File: config.mk
export PLATFORM = sky130hd
export DESIGN_NAME = xor_ilv_sel
export DESIGN_NICKNAME = d
export VERILOG_FILES = /design/src/rtl/xis_pkg.sv /design/src/rtl/xis_rst_sync.sv /design/src/rtl/xis_addr_gen.sv /design/src/rtl/xis_parity.sv /design/src/rtl/xis_mod3.sv /design/src/rtl/xis_cfg_chk.sv /design/src/rtl/xor_ilv_sel.sv
export SDC_FILE = /design/constraint.sdc
export NUM_CORES = 1
export LEC_CHECK = 0
export BUFFER_PORTS_ARGS = -buffer_cell sky130_fd_sc_hd__buf_4
export CORE_MARGIN = 8
export CORE_UTILIZATION = 50
export DETAILED_ROUTE_END_ITERATION = 10
export GPL_TIMING_DRIVEN = 0
export PLACE_DENSITY_LB_ADDON = 0.05
export SLEW_MARGIN = 20
export SYNTH_ARGS = -nofsm -noshare
export SYNTH_HDL_FRONTEND = slang
export SYNTH_HIERARCHICAL = 1
export SYNTH_SLANG_ARGS = --single-unit
File: constraint.sdc
create_clock -name clk -period 0.8 [get_ports clk]
set_clock_uncertainty 0.15 [all_clocks]
set_input_delay 0.08 -clock clk [delete_from_list [all_inputs] [get_ports clk]]
set_output_delay 0.08 -clock clk [all_outputs]
set_load 0.02 [all_outputs]
File: src/rtl/xis_pkg.sv
`timescale 1ns/1ps
package xis_pkg;

  typedef enum logic [1:0] {
    SEL_ZERO = 2'd0,
    SEL_PAR  = 2'd1,
    SEL_MOD  = 2'd2,
    SEL_MIX  = 2'd3
  } sel_mode_e;

  typedef struct packed {
    logic      ok;
    sel_mode_e mode;
    logic [2:0] need;    // masks consumed
    logic [1:0] lo_add;  // extra low bits cleared before mod-3
  } ways_dec_t;

  function automatic ways_dec_t decode_ways(input logic [7:0] w);
    ways_dec_t d;
    d = '{ok: 1'b0, mode: SEL_ZERO, need: 3'd0, lo_add: 2'd0};
    case (w)
      8'd1:  d = '{ok: 1'b1, mode: SEL_ZERO, need: 3'd0, lo_add: 2'd0};
      8'd2:  d = '{ok: 1'b1, mode: SEL_PAR,  need: 3'd1, lo_add: 2'd0};
      8'd3:  d = '{ok: 1'b1, mode: SEL_MOD,  need: 3'd0, lo_add: 2'd0};
      8'd4:  d = '{ok: 1'b1, mode: SEL_PAR,  need: 3'd2, lo_add: 2'd0};
      8'd6:  d = '{ok: 1'b1, mode: SEL_MIX,  need: 3'd1, lo_add: 2'd1};
      8'd8:  d = '{ok: 1'b1, mode: SEL_PAR,  need: 3'd3, lo_add: 2'd0};
      8'd12: d = '{ok: 1'b1, mode: SEL_MIX,  need: 3'd2, lo_add: 2'd2};
      8'd16: d = '{ok: 1'b1, mode: SEL_PAR,  need: 3'd4, lo_add: 2'd0};
      default: d = '{ok: 1'b0, mode: SEL_ZERO, need: 3'd0, lo_add: 2'd0};
    endcase
    return d;
  endfunction

  // Residue accumulate: a in 0..2, d is a base-4 digit (4 == 1 mod 3)
  function automatic logic [1:0] add_mod3(input logic [1:0] a, input logic [1:0] d);
    logic [2:0] s;
    s = {1'b0, a} + {1'b0, d};
    if (s >= 3'd3) s = s - 3'd3;
    return s[1:0];
  endfunction

endpackage

File: src/rtl/xis_rst_sync.sv
`timescale 1ns/1ps
module xis_rst_sync (
  input  logic clk,
  input  logic rst_n,
  output logic rst_sync_n
);
  logic [1:0] sync_q;

  always_ff @(posedge clk or negedge rst_n) begin
    if (!rst_n) sync_q <= 2'b00;
    else        sync_q <= {sync_q[0], 1'b1};
  end

  assign rst_sync_n = sync_q[1];
endmodule

File: src/rtl/xis_addr_gen.sv
`timescale 1ns/1ps
module xis_addr_gen #(
  parameter int ADDR_W = 52,
  parameter int POS_W  = 16,
  parameter int GL_W   = 5
) (
  input  logic [ADDR_W-1:0] win_base,
  input  logic [POS_W-1:0]  pos,
  input  logic [GL_W-1:0]   gran_lg,
  output logic [ADDR_W-1:0] addr
);
  logic [ADDR_W-1:0] pos_ext;
  logic [ADDR_W-1:0] offset;

  assign pos_ext = ADDR_W'(pos);
  assign offset  = pos_ext << gran_lg;
  assign addr    = win_base + offset;
endmodule

File: src/rtl/xis_parity.sv
`timescale 1ns/1ps
module xis_parity #(
  parameter int ADDR_W = 52,
  parameter int NMASK  = 4
) (
  input  logic [ADDR_W-1:0]       addr,
  input  logic [NMASK*ADDR_W-1:0] xor_masks,
  output logic [NMASK-1:0]        par
);
  for (genvar g = 0; g < NMASK; g++) begin : g_par
    assign par[g] = ^(addr & xor_masks[g*ADDR_W +: ADDR_W]);
  end
endmodule

File: src/rtl/xis_mod3.sv
`timescale 1ns/1ps
module xis_mod3 import xis_pkg::*; #(
  parameter int ADDR_W = 52,
  parameter int LO_W   = 6
) (
  input  logic [ADDR_W-1:0] addr,
  input  logic [LO_W-1:0]   lo,
  output logic [1:0]        res
);
  localparam int PAIRS = (ADDR_W + 1) / 2;
  localparam int PAD_W = 2 * PAIRS;

  logic [ADDR_W-1:0] kept;
  logic [PAD_W-1:0]  padded;
  logic [1:0]        chain [PAIRS+1];

  always_comb begin
    for (int b = 0; b < ADDR_W; b++) begin
      kept[b] = addr[b] & (b >= int'(lo));
    end
  end

  assign padded   = PAD_W'(kept);
  assign chain[0] = 2'd0;

  for (genvar g = 0; g < PAIRS; g++) begin : g_fold
    assign chain[g+1] = add_mod3(chain[g], padded[2*g +: 2]);
  end

  assign res = chain[PAIRS];
endmodule

File: src/rtl/xis_cfg_chk.sv
`timescale 1ns/1ps
module xis_cfg_chk import xis_pkg::*; #(
  parameter int MAX_WAYS = 16,
  parameter int WAYS_W   = 5,
  parameter int MCNT_W   = 3
) (
  input  logic [WAYS_W-1:0] ways,
  input  logic [WAYS_W-1:0] tgt_count,
  input  logic [MCNT_W-1:0] mask_count,
  output logic              cfg_bad,
  output sel_mode_e         mode,
  output logic [2:0]        need,
  output logic [1:0]        lo_add
);
  ways_dec_t dec;
  logic      supported;
  logic      short_masks;
  logic      count_diff;

  always_comb begin
    dec         = decode_ways(8'(ways));
    supported   = dec.ok && (int'(ways) <= MAX_WAYS);
    short_masks = int'(mask_count) < int'(dec.need);
    count_diff  = (ways != tgt_count);
    cfg_bad     = !supported || count_diff || short_masks;
    mode        = supported ? dec.mode   : SEL_ZERO;
    need        = supported ? dec.need   : 3'd0;
    lo_add      = supported ? dec.lo_add : 2'd0;
  end
endmodule

File: src/rtl/xor_ilv_sel.sv
`timescale 1ns/1ps
module xor_ilv_sel import xis_pkg::*; #(
  parameter int ADDR_W   = 52,
  parameter int POS_W    = 16,
  parameter int GL_W     = 5,
  parameter int MAX_WAYS = 16,
  localparam int NMASK   = $clog2(MAX_WAYS),
  localparam int TGT_W   = $clog2(MAX_WAYS),
  localparam int WAYS_W  = $clog2(MAX_WAYS + 1),
  localparam int MCNT_W  = $clog2(NMASK + 1)
) (
  input  logic                    clk,
  input  logic                    rst_n,
  input  logic                    start,
  input  logic [POS_W-1:0]        pos,
  input  logic [ADDR_W-1:0]       win_base,
  input  logic [GL_W-1:0]         gran_lg,
  input  logic [WAYS_W-1:0]       ways,
  input  logic [WAYS_W-1:0]       tgt_count,
  input  logic [MCNT_W-1:0]       mask_count,
  input  logic [NMASK*ADDR_W-1:0] xor_masks,
  output logic [TGT_W-1:0]        tgt_idx,
  output logic                    tgt_vld,
  output logic                    cfg_err
);
  localparam int LO_W = GL_W + 1;

  logic              rst_sn;
  logic [ADDR_W-1:0] addr;
  logic [NMASK-1:0]  par;
  logic [1:0]        mod3_res;
  logic              cfg_bad;
  sel_mode_e         mode;
  logic [2:0]        need;
  logic [1:0]        lo_add;
  logic [LO_W-1:0]   lo;
  logic [TGT_W-1:0]  par_term;
  logic [TGT_W-1:0]  mod_term;
  logic [TGT_W-1:0]  idx_d;
  logic              vld_d;
  logic              err_d;
  logic [TGT_W-1:0]  idx_q;
  logic              vld_q;
  logic              err_q;

  xis_rst_sync u_rst (
    .clk        (clk),
    .rst_n      (rst_n),
    .rst_sync_n (rst_sn)
  );

  xis_addr_gen #(.ADDR_W(ADDR_W), .POS_W(POS_W), .GL_W(GL_W)) u_addr (
    .win_base (win_base),
    .pos      (pos),
    .gran_lg  (gran_lg),
    .addr     (addr)
  );

  xis_parity #(.ADDR_W(ADDR_W), .NMASK(NMASK)) u_par (
    .addr      (addr),
    .xor_masks (xor_masks),
    .par       (par)
  );

  xis_cfg_chk #(.MAX_WAYS(MAX_WAYS), .WAYS_W(WAYS_W), .MCNT_W(MCNT_W)) u_cfg (
    .ways       (ways),
    .tgt_count  (tgt_count),
    .mask_count (mask_count),
    .cfg_bad    (cfg_bad),
    .mode       (mode),
    .need       (need),
    .lo_add     (lo_add)
  );

  assign lo = LO_W'(gran_lg) + LO_W'(lo_add);

  xis_mod3 #(.ADDR_W(ADDR_W), .LO_W(LO_W)) u_mod3 (
    .addr (addr),
    .lo   (lo),
    .res  (mod3_res)
  );

  // Next-state: index assembly
  always_comb begin
    par_term = '0;
    for (int i = 0; i < NMASK; i++) begin
      par_term[i] = par[i] & (i < int'(need));
    end
    mod_term = TGT_W'(mod3_res) << need;
    unique case (mode)
      SEL_ZERO: idx_d = '0;
      SEL_PAR:  idx_d = par_term;
      SEL_MOD:  idx_d = mod_term;
      SEL_MIX:  idx_d = par_term | mod_term;
      default:  idx_d = '0;
    endcase
    if (cfg_bad) idx_d = '0;
    vld_d = start & ~cfg_bad;
    err_d = start &  cfg_bad;
  end

  // Registers: index loads only on start
  always_ff @(posedge clk or negedge rst_sn) begin
    if (!rst_sn) begin
      idx_q <= '0;
      vld_q <= 1'b0;
      err_q <= 1'b0;
    end else begin
      if (start) idx_q <= idx_d;
      vld_q <= vld_d;
      err_q <= err_d;
    end
  end

  assign tgt_idx = idx_q;
  assign tgt_vld = vld_q;
  assign cfg_err = err_q;
endmodule

### Yosys cells after proc, flatten, opt, wreduce, memory -nomap -nowiden

Memory sizes are Yosys's and may differ from the RTL's.
Index checks and enable logic that the tools add are counted.

| word-level totals | value |
|---|---|
| bits in writable memories | 0 |
| bits in latches | 0 |
| register bits after elaboration | 8 |
| memories kept | 1 |
| output and inout bits | 6 |
| logic and storage cells | 252 |
| memory bits (read-only) | 256 |
| input port bits | 297 |

| cells by class | value |
|---|---|
| equal/unequal tests | 4 |
| shift-type cells | 2 |
| divide/modulo/power cells | 0 |
| $mul | 0 |
| reductions and logical operators | 9 |
| bitwise logic cells | 64 |
| magnitude comparators | 84 |
| add/sub/neg operators | 53 |
| muxes and demuxes | 31 |

Memories:

| name | depth | width | rd ports | clocked after memory_dff | write ports | RTL line | RTL |
|---|---|---|---|---|---|---|---|
| (no name shown) | 32 | 8 | 1 | 0 | 0 | xis_pkg.sv:21 | `case (w)` |

Operators by type and width:

| operator | number |
|---|---|
| bitwise AND 52 bit | 4 |
| XOR reduction 52 bit | 4 |
| greater-or-equal comparator 6 bit (first input constant) | 20 |
| greater-or-equal comparator 5 x 6 -> 1 bit (first input constant) | 16 |
| adder 2 x 2 -> 3 bit | 25 |
| greater-or-equal comparator 3 x 2 -> 1 bit (second input constant) | 25 |
| bitwise AND 1 bit | 58 |
| 2-to-1 mux 2 bit | 28 |
| adder 52 bit | 1 |
| left shift 16 x 5 -> 52 bit | 1 |
| subtractor 2 bit (second input constant) | 26 |
| greater-or-equal comparator 4 x 6 -> 1 bit (first input constant) | 8 |
| greater-or-equal comparator 3 x 6 -> 1 bit (first input constant) | 4 |
| case mux 4 bit (4 select lines) | 1 |
| greater-or-equal comparator 1 x 6 -> 1 bit (first input constant) | 2 |
| greater-or-equal comparator 2 x 6 -> 1 bit (first input constant) | 2 |
| adder 5 x 2 -> 6 bit | 1 |
| < comparator 1 x 3 -> 1 bit (first input constant) | 2 |
| < comparator 2 x 3 -> 1 bit (first input constant) | 2 |
| less-or-equal comparator 5 bit (second input constant) | 1 |
| != test 5 bit | 1 |
| equality test 2 bit (second input constant) | 2 |
| 2-to-1 mux 4 bit | 1 |
| bitwise OR 4 bit | 1 |
| 10 further kinds | 11 |

### Logic depth before layout (Yosys ltp)

Gate-level depths: netlist of run 1.

| logic depth | value |
|---|---|
| word-level depth | 87 |
| gate-level depth with buffers | 139 |
| depth with buffers taken out | 137 |

### Cells and area by module

Netlist of run 1, hierarchy kept.

Modules (own cells, without submodules):

| module | times used | area each (sq um) | cells an instance |
|---|---|---|---|
| xis_addr_gen | 1 | 3893.7 | 591 |
| xis_mod3 | 1 | 2668.8 | 310 |
| xis_parity | 1 | 2657.5 | 404 |
| xor_ilv_sel | 1 | 442.9 | 49 |
| xis_cfg_chk | 1 | 317.8 | 44 |
| xis_rst_sync | 1 | 53.8 | 3 |

### Worst setup path after synthesis of run 1

Ideal clock, no wire load.

| timing path | value |
|---|---|
| path type | input to register |
| start | in gran_lg[0] |
| end | reg idx_q[3], in the netlist tgt_idx[3] |
| path slack | -37.515 ns |
| stages | 138 |
| path buffers | 3 |
| arrival time | 38.065 ns |
| required time | 0.551 ns |
| cells stage by stage | buf_2 buf_2 buf_2 mux2i_1 nor3_1 nor2b_1 fa_1 xor2_1 inv_1 a211oi_2 ha_1 fa_1 ha_1 or4b_2 o21ai_0 ha_1 fa_1 ha_1 [... 102 more ...] ha_1 fa_1 ha_1 or4b_1 o21ai_0 ha_1 fa_1 ha_1 or4b_1 o21ai_0 ha_1 fa_1 ha_1 or4b_2 o21ai_0 mux2_1 nand4_1 a311oi_1 |

| on the way | value |
|---|---|
| elaborated cells on any way between the ends | 217 |
| classes of those cells | add/sub (53); order compare (78); shift (2); mux (28); bitwise (55); reduce/logical (1) |

RTL lines:

| item | RTL line | RTL |
|---|---|---|
| start: declaration | xor_ilv_sel.sv:17 | `input logic [GL_W-1:0] gran_lg,` |
| left shift 16 x 5 -> 52 bit (*) | xis_addr_gen.sv:16 | `assign offset = pos_ext << gran_lg;` |
| adder 52 bit (*) | xis_addr_gen.sv:17 | `assign addr = win_base + offset;` |
| via addr[2] | xor_ilv_sel.sv:29 | `logic [ADDR_W-1:0] addr;` |
| bitwise AND 1 bit (*) | xis_mod3.sv:19 | `kept[b] = addr[b] & (b >= int'(lo));` |
| adder 2 x 2 -> 3 bit (*) | xis_pkg.sv:38 | `s = {1'b0, a} + {1'b0, d};` |
| greater-or-equal comparator 3 x 2 -> 1 bit or subtractor 2 bit (tied branches) | xis_pkg.sv:39 | `if (s >= 3'd3) s = s - 3'd3;` |
| 2-to-1 mux 2 bit (*) | xis_pkg.sv:39 |  |
| adder 2 x 2 -> 3 bit (*) | xis_pkg.sv:38 |  |
| [... 68 more ...] | -- |  |
| adder 2 x 2 -> 3 bit (*) | xis_pkg.sv:38 |  |
| greater-or-equal comparator 3 x 2 -> 1 bit or subtractor 2 bit (tied branches) | xis_pkg.sv:39 |  |
| 2-to-1 mux 2 bit (*) | xis_pkg.sv:39 |  |
| via mod3_res[0] | xor_ilv_sel.sv:31 | `logic [1:0] mod3_res;` |
| left shift 2 x 3 -> 4 bit (*) | xor_ilv_sel.sv:89 | `mod_term = TGT_W'(mod3_res) << need;` |
| bitwise OR 4 bit | xor_ilv_sel.sv:94 | `SEL_MIX: idx_d = par_term \| mod_term;` |
| case mux 4 bit (4 select lines) (*) | xor_ilv_sel.sv:90 | `unique case (mode)` |
| 2-to-1 mux 4 bit (*) | xor_ilv_sel.sv:97 | `if (cfg_bad) idx_d = '0;` |
| end signal: assignment | xor_ilv_sel.sv:109 | `if (start) idx_q <= idx_d;` |
| end: declaration | xor_ilv_sel.sv:42 | `logic [TGT_W-1:0] idx_q;` |

Mark *: on every way through the listed nets, which the timed path passes. The rest lies on a longest branch.
A chain may end at the register's enable or synchronous reset.

### Worst setup path in the final report of run 1

| timing path | value |
|---|---|
| start | in ways[1] |
| end | reg idx_q[3], in the netlist tgt_idx[3] |

| on the way | value |
|---|---|
| longest elaborated chain between the ends | 87 |
| elaborated cells on any way between the ends | 229 |
| classes of those cells | add/sub (52); order compare (81); eq/ne (4); shift (1); mux (31); bitwise (54); reduce/logical (5); memory (1) |

RTL lines:

| item | RTL line | RTL |
|---|---|---|
| start: declaration | xor_ilv_sel.sv:18 | `input logic [WAYS_W-1:0] ways,` |
| memory read (32 x 8 bit) or less-or-equal comparator 5 bit (tied branches) | -- |  |
| logical AND 1 bit | xis_cfg_chk.sv:22 | `supported = dec.ok && (int'(ways) <= MAX_WAYS);` |
| 2-to-1 mux 2 bit (*) | xis_cfg_chk.sv:28 | `lo_add = supported ? dec.lo_add : 2'd0;` |
| via lo_add[0] | xor_ilv_sel.sv:35 | `logic [1:0] lo_add;` |
| adder 5 x 2 -> 6 bit (*) | xor_ilv_sel.sv:75 | `assign lo = LO_W'(gran_lg) + LO_W'(lo_add);` |
| via lo[4] | xor_ilv_sel.sv:36 | `logic [LO_W-1:0] lo;` |
| greater-or-equal comparator 1 x 6 -> 1 bit | xis_mod3.sv:19 |  |
| bitwise AND 1 bit | xis_mod3.sv:19 |  |
| [... 74 more ...] | -- |  |
| adder 2 x 2 -> 3 bit (*) | xis_pkg.sv:38 |  |
| greater-or-equal comparator 3 x 2 -> 1 bit or subtractor 2 bit (tied branches) | xis_pkg.sv:39 |  |
| 2-to-1 mux 2 bit (*) | xis_pkg.sv:39 |  |
| via mod3_res[0] | xor_ilv_sel.sv:31 |  |
| left shift 2 x 3 -> 4 bit (*) | xor_ilv_sel.sv:89 |  |
| bitwise OR 4 bit | xor_ilv_sel.sv:94 |  |
| case mux 4 bit (4 select lines) (*) | xor_ilv_sel.sv:90 |  |
| 2-to-1 mux 4 bit (*) | xor_ilv_sel.sv:97 |  |

Marks and branches as above.

==> impl_metrics.toml, run 1 <==
[global_route]
gr-usage-all-layers = 0.337
grt_pass1_wl_um = 65100
grt_max_degree = 11
antenna_found_initial = 0
grt.overflow.total = 0
grt_pass1_vias = 11993

[synthesis]
synth_cell_types = 84
synth_top_area_frac = 0.145
synth_ff_type = "dfrtp_1"
ys_ff_latch = 8
synth_seq_area_share = 0.0200
yosysWarnings = 6
synth_area_leaders = "xnor2_1 14%, ha_1 13%, nand2_1 11%"
synth_common_cells = "286 x nand2_1, 166 x xnor2_1, 101 x ha_1"
yosysTopAreaCell = "xnor2_1"
async_flop_share = 1.00
synthCells = 1401
synth_fp_nets = 1826
syn_area_sq_um = 10000
synth_area_per_cell_sq_um = 7.16
synth_edf_count = 0
synth_most_common_cell = "nand2_1"

[timing]
slew_viol_final = 0
worst_slack_ns = -36.60
slew-limit-headroom = 0.188
timing.fmax_ghz = 0.0267
fin_crit_sh = 46.7
hold_violations = 6
tightest_slew_ns = 1.21
final.min_clock_period_ns = 37.40
finalSetupViolations = 12
rsz0062_at_grt = "yes"
hold_slack_ns = -0.0631

[route]
drcViolationCount = 0
vias_per_cell = 5.98
vias = 12141
drtPass1Iterations = 5
antenna_left = 0
wl_per_cell_um = 21.6
drt_first_iter_violations = 1036
routed_wl_um = 43900

[critical_path]
slowest_stage = "or4_4"
worstSetupPathType = "input pin to register"
cp_common_cell = "ha_2"
cp.required_ns = 0.78
crit_path_end_kind = "register"
path_max_fanout = 4
cp-start-kind = "input pin"
critPathMaxStageDelay_ns = 0.56
crit_arrival_ns = 37.38

[worst_hold_path]
hp-class = "register to asynchronous set/reset pin"

[layout]
n_fill_cell = 1777
postLayoutCellArea_sq_um = 13800
final_layout_size_suffix_gt1_frac = 0.313
finalNetCount = 2187
regArea_sq_um = 200
stdcell_count = 2030
syn_to_final_growth_pct = 37.3
multi_input_area_sq_um = 10000
diodes = 0

[cts]
cts_root_buf = "clkbuf_16"
hold_buffers = 1
cts-buffers-inserted = 3
clock_path_buffers = 2
clk_latency_ns = 0.23
cts_tree = "yes"
cts.sinks = 8
htreeDepth = 1
clkSlewWorstSetupHoldPaths_ns = 0.04

[die]
fp.dieArea_sq_um = 24900
coreArea_sq_um = 20000
die_x_um = 158
rows = 52
boundaryPins = 303
start_util = 0.502
die_h_um = 158

[placed_design]
dp_cells = 1968
io_buffers = 297
postPlaceCellArea_sq_um = 12800
gp_congestion = 0.973
hpwl_um = 36000
post-place-ws_ns = -39.67

[status]
status = "finished with violations"
violations = "hold timing, setup timing"

[run]
maxCapViolations = 0
## worst paths after layout
| path | start | endpoint | slack, ns | depth (start not counted) |
|---|---|---|---|---|
| max reg2reg | tgt_idx[0] | tgt_idx[0] | -0.31 | 3 |
| max | ways[1] | tgt_idx[3] | -36.60 | 139 |
| min | u_rst/sync_q[1] | tgt_vld | -0.06 | 0 |
| min reg2reg | u_rst/sync_q[1] | tgt_vld | -0.06 | 0 |
| max in group asynchronous | u_rst/sync_q[1] | tgt_idx[3] | 0.37 | 0 |
| min in group clk | start | tgt_idx[1] | 0.04 | 2 |
## layer usage
layer	vias up	track usage	wire, um
met1	5730	0.413	17600
met3	129	0.0464	3200
met2	593	0.575	20800
li1	5689	-	-
met5	-	0	0
met4	0	0.153	2300
## critical path, delay by kind of cell
family	cells	cell delay, ns
adder cells (fa/ha/maj)	72	20.23
AO/OA/AOI/OAI	26	2.83
XOR/XNOR	1	0.09
multiplexers	1	0.18
AND/OR/NAND/NOR	31	12.88
buffers and inverters	8	1.00
## state kept, by name, summed over array words and instances (netlist names)
register      cells
tgt_idx           4
u_rst/sync_q      2
cfg_err           1
tgt_vld           1
## per-stage QoR
| step | utilization | TNS, ns |
|---|---|---|
| 5_1_grt | 0.690 | -154.72 |
| 4_1_cts | 0.684 | -149.47 |
| 6_report | 0.690 | -149.83 |
| 3_5_place_dp | 0.640 | -161.58 |
| 3_3_place_gp | 0.639 | -158.63 |
| 2_1_floorplan | - | -149.67 |
## logic make-up after synthesis
group	after synthesis	synth area share
multiplexers	32	0.0428
AND/OR/NAND/NOR	572	0.268
XOR/XNOR	252	0.235
buffers and inverters	90	0.0392
adder cells (fa/ha/maj)	128	0.180
other	1	0.000374
flip-flops	8	0.0199
AO/OA/AOI/OAI	318	0.214
## layout by cell type (no fill, tap or decap), types with 42 or more instances in the layout
master and count:
o21ai_0 46, buf_4 346, xor2_1 69, xnor2_1 161, a21oi_1 70, nand2_1 286, ha_1 47, nor2_1 84
ha_2 51, nor3_1 42
## final cells by class
cell class	count	area share
inverters	35	0.00953
repair buffers	356	0.197
well taps	270	0.0245
flip-flops and latches	8	0.0145
plain buffers	55	0.0233
clock buffers	3	0.00545
multi-input cells	1303	0.726
## timing repair
| action | CTS | global route |
|---|---|---|
| buffers inserted | 51 | 8 |
| cloned | 0 | 0 |
| gates resized for setup | 121 | 15 |
| setup endpoints to repair | 12 | 12 |
| pin swaps | 106 | 75 |
| endpoints found under the hold margin | 8 | 6 |
Power of run 1 is left out: the tool's default activity adds up to more than one toggle a clock period on the data nets, which glitch-free logic cannot reach.
==> run 2, diff against run 1 <==
--- a/config.mk
+++ b/config.mk
@@ -10,7 +10,7 @@
 export CORE_UTILIZATION = 50
 export DETAILED_ROUTE_END_ITERATION = 10
 export GPL_TIMING_DRIVEN = 0
-export PLACE_DENSITY_LB_ADDON = 0.05
+export PLACE_DENSITY = 0.88
 export SLEW_MARGIN = 20
 export SYNTH_ARGS = -nofsm -noshare
 export SYNTH_HDL_FRONTEND = slang
==> constraint.sdc (replaced) <==
create_clock -name clk -period 0.8 [get_ports clk]
set_clock_uncertainty 0.15 [all_clocks]
set_input_delay 0.24 -clock clk [delete_from_list [all_inputs] [get_ports clk]]
set_output_delay 0.24 -clock clk [all_outputs]
set_load 0.02 [all_outputs]
==> run 2 against run 1 <==
- the run still ends with hold timing, setup timing left
- critical path depth unchanged
- global-route usage up 1.6 points
- critical endpoint unchanged
- routed wire length up 6.6%
- utilization up 0.93 points
- via count is 3.7% higher
- worst setup slack worse by 0.57 ns
- register-to-register slack better by 0.05 ns
- first-iteration DRC count rose by 14%
- sequential share of layout area is essentially flat
- non-clock buffer count grew 14
==> impl_metrics.toml, run 2 (synthesized netlist as in run 1, its figures left out) <==
[timing]
setup_tns_ns = -153.89
rsz0062_at_grt = "yes"
slew_viol_final = 0
worst_slack_ns = -37.17
finalSetupViolations = 12
final.min_clock_period_ns = 37.97
timing.fmax_ghz = 0.0263
tightest_slew_ns = 1.24
fin_crit_sh = 47.5
slew-limit-headroom = 0.167
hold_slack_ns = -0.0376
hold_violations = 6

[cts]
clock_path_buffers = 2
clk_latency_ns = 0.23
clkSlewWorstSetupHoldPaths_ns = 0.04
cts_tree = "yes"
cts.sinks = 8
cts-buffers-inserted = 3
hold_buffers = 1
htreeDepth = 1
cts_root_buf = "clkbuf_16"

[placed_design]
gp_congestion = 1.01
io_buffers = 297
hpwl_um = 37000
postPlaceCellArea_sq_um = 12800
post-place-ws_ns = -40.07

[critical_path]
startpoint = "ways[1]"
crit_family = "adder cells"
critPathBufInv = 7
cp-start-kind = "input pin"
cp_common_cell = "ha_2"
r2r_start = "tgt_idx[0]"
worstSetupPathType = "input pin to register"
crit_arrival_ns = 37.96
critPathMaxStageDelay_ns = 0.57
reg2regPathDepth = 3
r2r_slack_ns = -0.26
r2r-end = "tgt_idx[0]"
cp.required_ns = 0.79
slowest_stage = "or4_4"
path_max_fanout = 4
crit_path_end_kind = "register"

[route]
routed_wl_um = 46700
vias_per_cell = 6.16
wl_per_cell_um = 22.8
drtPass1Iterations = 6
drcViolationCount = 0
drt_first_iter_violations = 1182
antenna_left = 0
vias = 12588

[global_route]
grt_pass1_vias = 12271
gr-usage-all-layers = 0.352
antenna_found_initial = 0
grt.overflow.total = 0
grt_pass1_wl_um = 67500
grt_max_degree = 11

[layout]
finalNetCount = 2201
final_cell_mix = "359 x buf_4, 286 x nand2_1, 161 x xnor2_1"
n_fill_cell = 1687
final_layout_size_suffix_gt1_frac = 0.322
syn_to_final_growth_pct = 39.2
diodes = 0
postLayoutCellArea_sq_um = 14000
final_common_cell = "buf_4"
largest_reg_flops = 4

[die]
die_h_um = 158
boundaryPins = 303
die_x_um = 158
rows = 52
coreArea_sq_um = 20000
start_util = 0.502
fp.dieArea_sq_um = 24900

[worst_hold_path]
hp-class = "register to asynchronous set/reset pin"

[run]
maxCapViolations = 0

[status]
violations = "hold timing, setup timing"
status = "finished with violations"
## run 2: what timing repair did
| item | in CTS | in global routing |
|---|---|---|
| setup endpoints to repair | 12 | 12 |
| setup buffers | 58 | 14 |
| pin swaps | 102 | 72 |
| hold endpoints to repair | 8 | 6 |
| gates resized for setup | 129 | 18 |
## run 2: final cells by class
cell class,instances,area [sq um],share of cell area
well taps,270,338,0.0242
plain buffers,55,324,0.0232
clock buffers,4,78.8,0.00564
multi-input cells,1303,10100,0.721
inverters,35,131,0.00941
repair buffers,370,2830,0.202
flip-flops and latches,8,203,0.0145
## run 2: metrics by stage
stage | instances | utilization
after floorplan | 1401 | -
after global routing | 2045 | 0.699
after detailed placement | 1968 | 0.641
after global placement | 1968 | 0.639
final | 2045 | 0.699
after CTS | 2031 | 0.689
## run 2: layer usage
layer,GRT usage,vias to the layer above,wire length (um)
li1,-,5726,-
met1,0.428,5918,17600
met2,0.576,760,21400
met3,0.0573,184,4420
met4,0.216,0,3300
met5,0,-,0
## run 2: how the worst max path moves through the flow
stage                 end  slack [ns]  cells past startpoint
3_5_place_dp   tgt_idx[3]      -40.07                    139
4_1_cts        tgt_idx[3]      -36.67                    138
3_3_place_gp   tgt_idx[3]      -39.05                    139
2_1_floorplan  tgt_idx[3]      -37.00                    138
6_report       tgt_idx[3]      -37.17                    139
5_1_grt        tgt_idx[3]      -38.11                    139
Power of run 2 is left out for the same reason.
==> run 3, diff against run 2 <==
--- a/config.mk
+++ b/config.mk
@@ -6,8 +6,10 @@
 export NUM_CORES = 1
 export LEC_CHECK = 0
 export BUFFER_PORTS_ARGS = -buffer_cell sky130_fd_sc_hd__buf_4
+export CELL_PAD_IN_SITES_DETAIL_PLACEMENT = 1
+export CELL_PAD_IN_SITES_GLOBAL_PLACEMENT = 1
 export CORE_MARGIN = 8
-export CORE_UTILIZATION = 50
+export CORE_UTILIZATION = 35
 export DETAILED_ROUTE_END_ITERATION = 10
 export GPL_TIMING_DRIVEN = 0
 export PLACE_DENSITY = 0.88
==> constraint.sdc (replaced) <==
create_clock -name clk -period 0.8 [get_ports clk]
set_clock_uncertainty 0.15 [all_clocks]
set_input_delay 0.12 -clock clk [delete_from_list [all_inputs] [get_ports clk]]
set_output_delay 0.12 -clock clk [all_outputs]
set_load 0.02 [all_outputs]
==> run 3 against run 2 <==
- the run still ends with hold timing, setup timing left
- register-to-register slack got worse by 0.05 ns
- non-clock buffer count unchanged
- global-route usage down 4.8 points
- critical path depth fell by 3
- critical endpoint unchanged
==> impl_metrics.toml, run 3 (synthesized netlist as in run 1, its figures left out) <==
[status]
status = "finished with violations"
violations = "hold timing, setup timing"

[run]
maxCapViolations = 0

[timing]
slew_viol_final = 0
rsz0062_at_grt = "yes"
timing.fmax_ghz = 0.0259
slew-limit-headroom = 0.128
hold_violations = 6
hold_slack_ns = -0.0281
worst_slack_ns = -37.84
fin_crit_sh = 48.3
tightest_slew_ns = 1.30
final.min_clock_period_ns = 38.64
finalSetupViolations = 12
setup_tns_ns = -156.00

[placed_design]
hpwl_um = 44100
post-place-ws_ns = -40.54
gp_congestion = 0.997
io_buffers = 297

[critical_path]
cp.required_ns = 0.79
crit_path_end_kind = "register"
critPathMaxStageDelay_ns = 1.01
r2r-end = "tgt_idx[0]"
reg2regPathDepth = 3
cp-start-kind = "input pin"
r2r_slack_ns = -0.31
r2r_start = "tgt_idx[0]"
worstSetupPathType = "input pin to register"
slowest_stage = "xnor2_1"
startpoint = "gran_lg[1]"
path_max_fanout = 10
cp_common_cell = "ha_2"
crit_arrival_ns = 38.63

[cts]
hold_buffers = 1
cts_root_buf = "clkbuf_16"
clock_path_buffers = 2
cts_tree = "yes"
htreeDepth = 1
clk_latency_ns = 0.24
clkSlewWorstSetupHoldPaths_ns = 0.04
cts.sinks = 8
cts-buffers-inserted = 3

[layout]
finalNetCount = 2201
largest_reg_flops = 4
final_layout_size_suffix_gt1_frac = 0.326
syn_to_final_growth_pct = 41.3
final_common_cell = "buf_4"
final_cell_mix = "361 x buf_4, 286 x nand2_1, 160 x xnor2_1"

[global_route]
grt_pass1_wl_um = 79700
grt_max_degree = 11
grt_pass1_vias = 13727
grt.overflow.total = 0
gr-usage-all-layers = 0.304
antenna_found_initial = 4

[route]
routed_wl_um = 57600
vias = 13140
antenna_left = 0
drcViolationCount = 0
drtPass1Iterations = 5
wl_per_cell_um = 26.6
vias_per_cell = 6.07
drt_first_iter_violations = 869

[die]
fp.dieArea_sq_um = 34300
rows = 62
boundaryPins = 303
coreArea_sq_um = 28500
die_x_um = 185
start_util = 0.352
die_h_um = 185

[worst_hold_path]
hp-class = "register to asynchronous set/reset pin"
==> run 3: changes by cell type in the layout (fill, tap and decap cells not counted), sizes merged <==
cell	delta
clkbuf	-1
diode	+5
==> run 3: repair_timing <==
item,CTS,global route
setup buffers,56,14
gates cloned,0,0
endpoints found under the hold margin,8,6
gates resized for setup,123,34
endpoints found under the setup margin,12,12
pin swaps,121,85
==> run 3: critical path, delay by kind of cell <==
family,cells,cell delay (ns)
compound gates,26,3.71
xor+xnor,1,1.01
fa+ha+maj,65,19.33
buf+inv,12,2.05
simple gates,29,11.71
mux,3,0.70
==> run 3: worst max path at each step <==
stage | to | cells past startpoint
floorplan | tgt_idx[3] | 138
global placement | tgt_idx[3] | 139
detailed placement | tgt_idx[3] | 139
CTS | tgt_idx[3] | 139
global route | tgt_idx[1] | 142
finish | tgt_idx[3] | 136
==> run 3: area by class of cell <==
class	count	area, sq um
fill	3586	14300
clock buffer	3	75.1
sequential	8	200
timing repair buffer	370	2820
multi-input combinational	1303	10100
antenna	5	12.5
inverter	35	131
tap	384	480
buffer	55	327
==> run 3: metrics by stage <==
step,std cells,utilization,cell area [sq um]
floorplan,1401,-,10200
global placement,2082,0.453,12900
detailed placement,2084,0.455,13000
CTS,2144,0.488,13900
global route,2160,0.498,14200
finish,2163,0.498,14200
==> run 3: routing by layer <==
layer / part of all wire / vias to the layer above / global-route usage / routed length [um]
li1: - / 5718 / - / -
met1: 0.37 / 6366 / 0.346 / 21200
met2: 0.47 / 781 / 0.521 / 27100
met3: 0.077 / 275 / 0.0479 / 4450
met4: 0.084 / 0 / 0.203 / 4840
met5: 0 / - / 0 / 0
Power of run 3 is left out for the same reason.
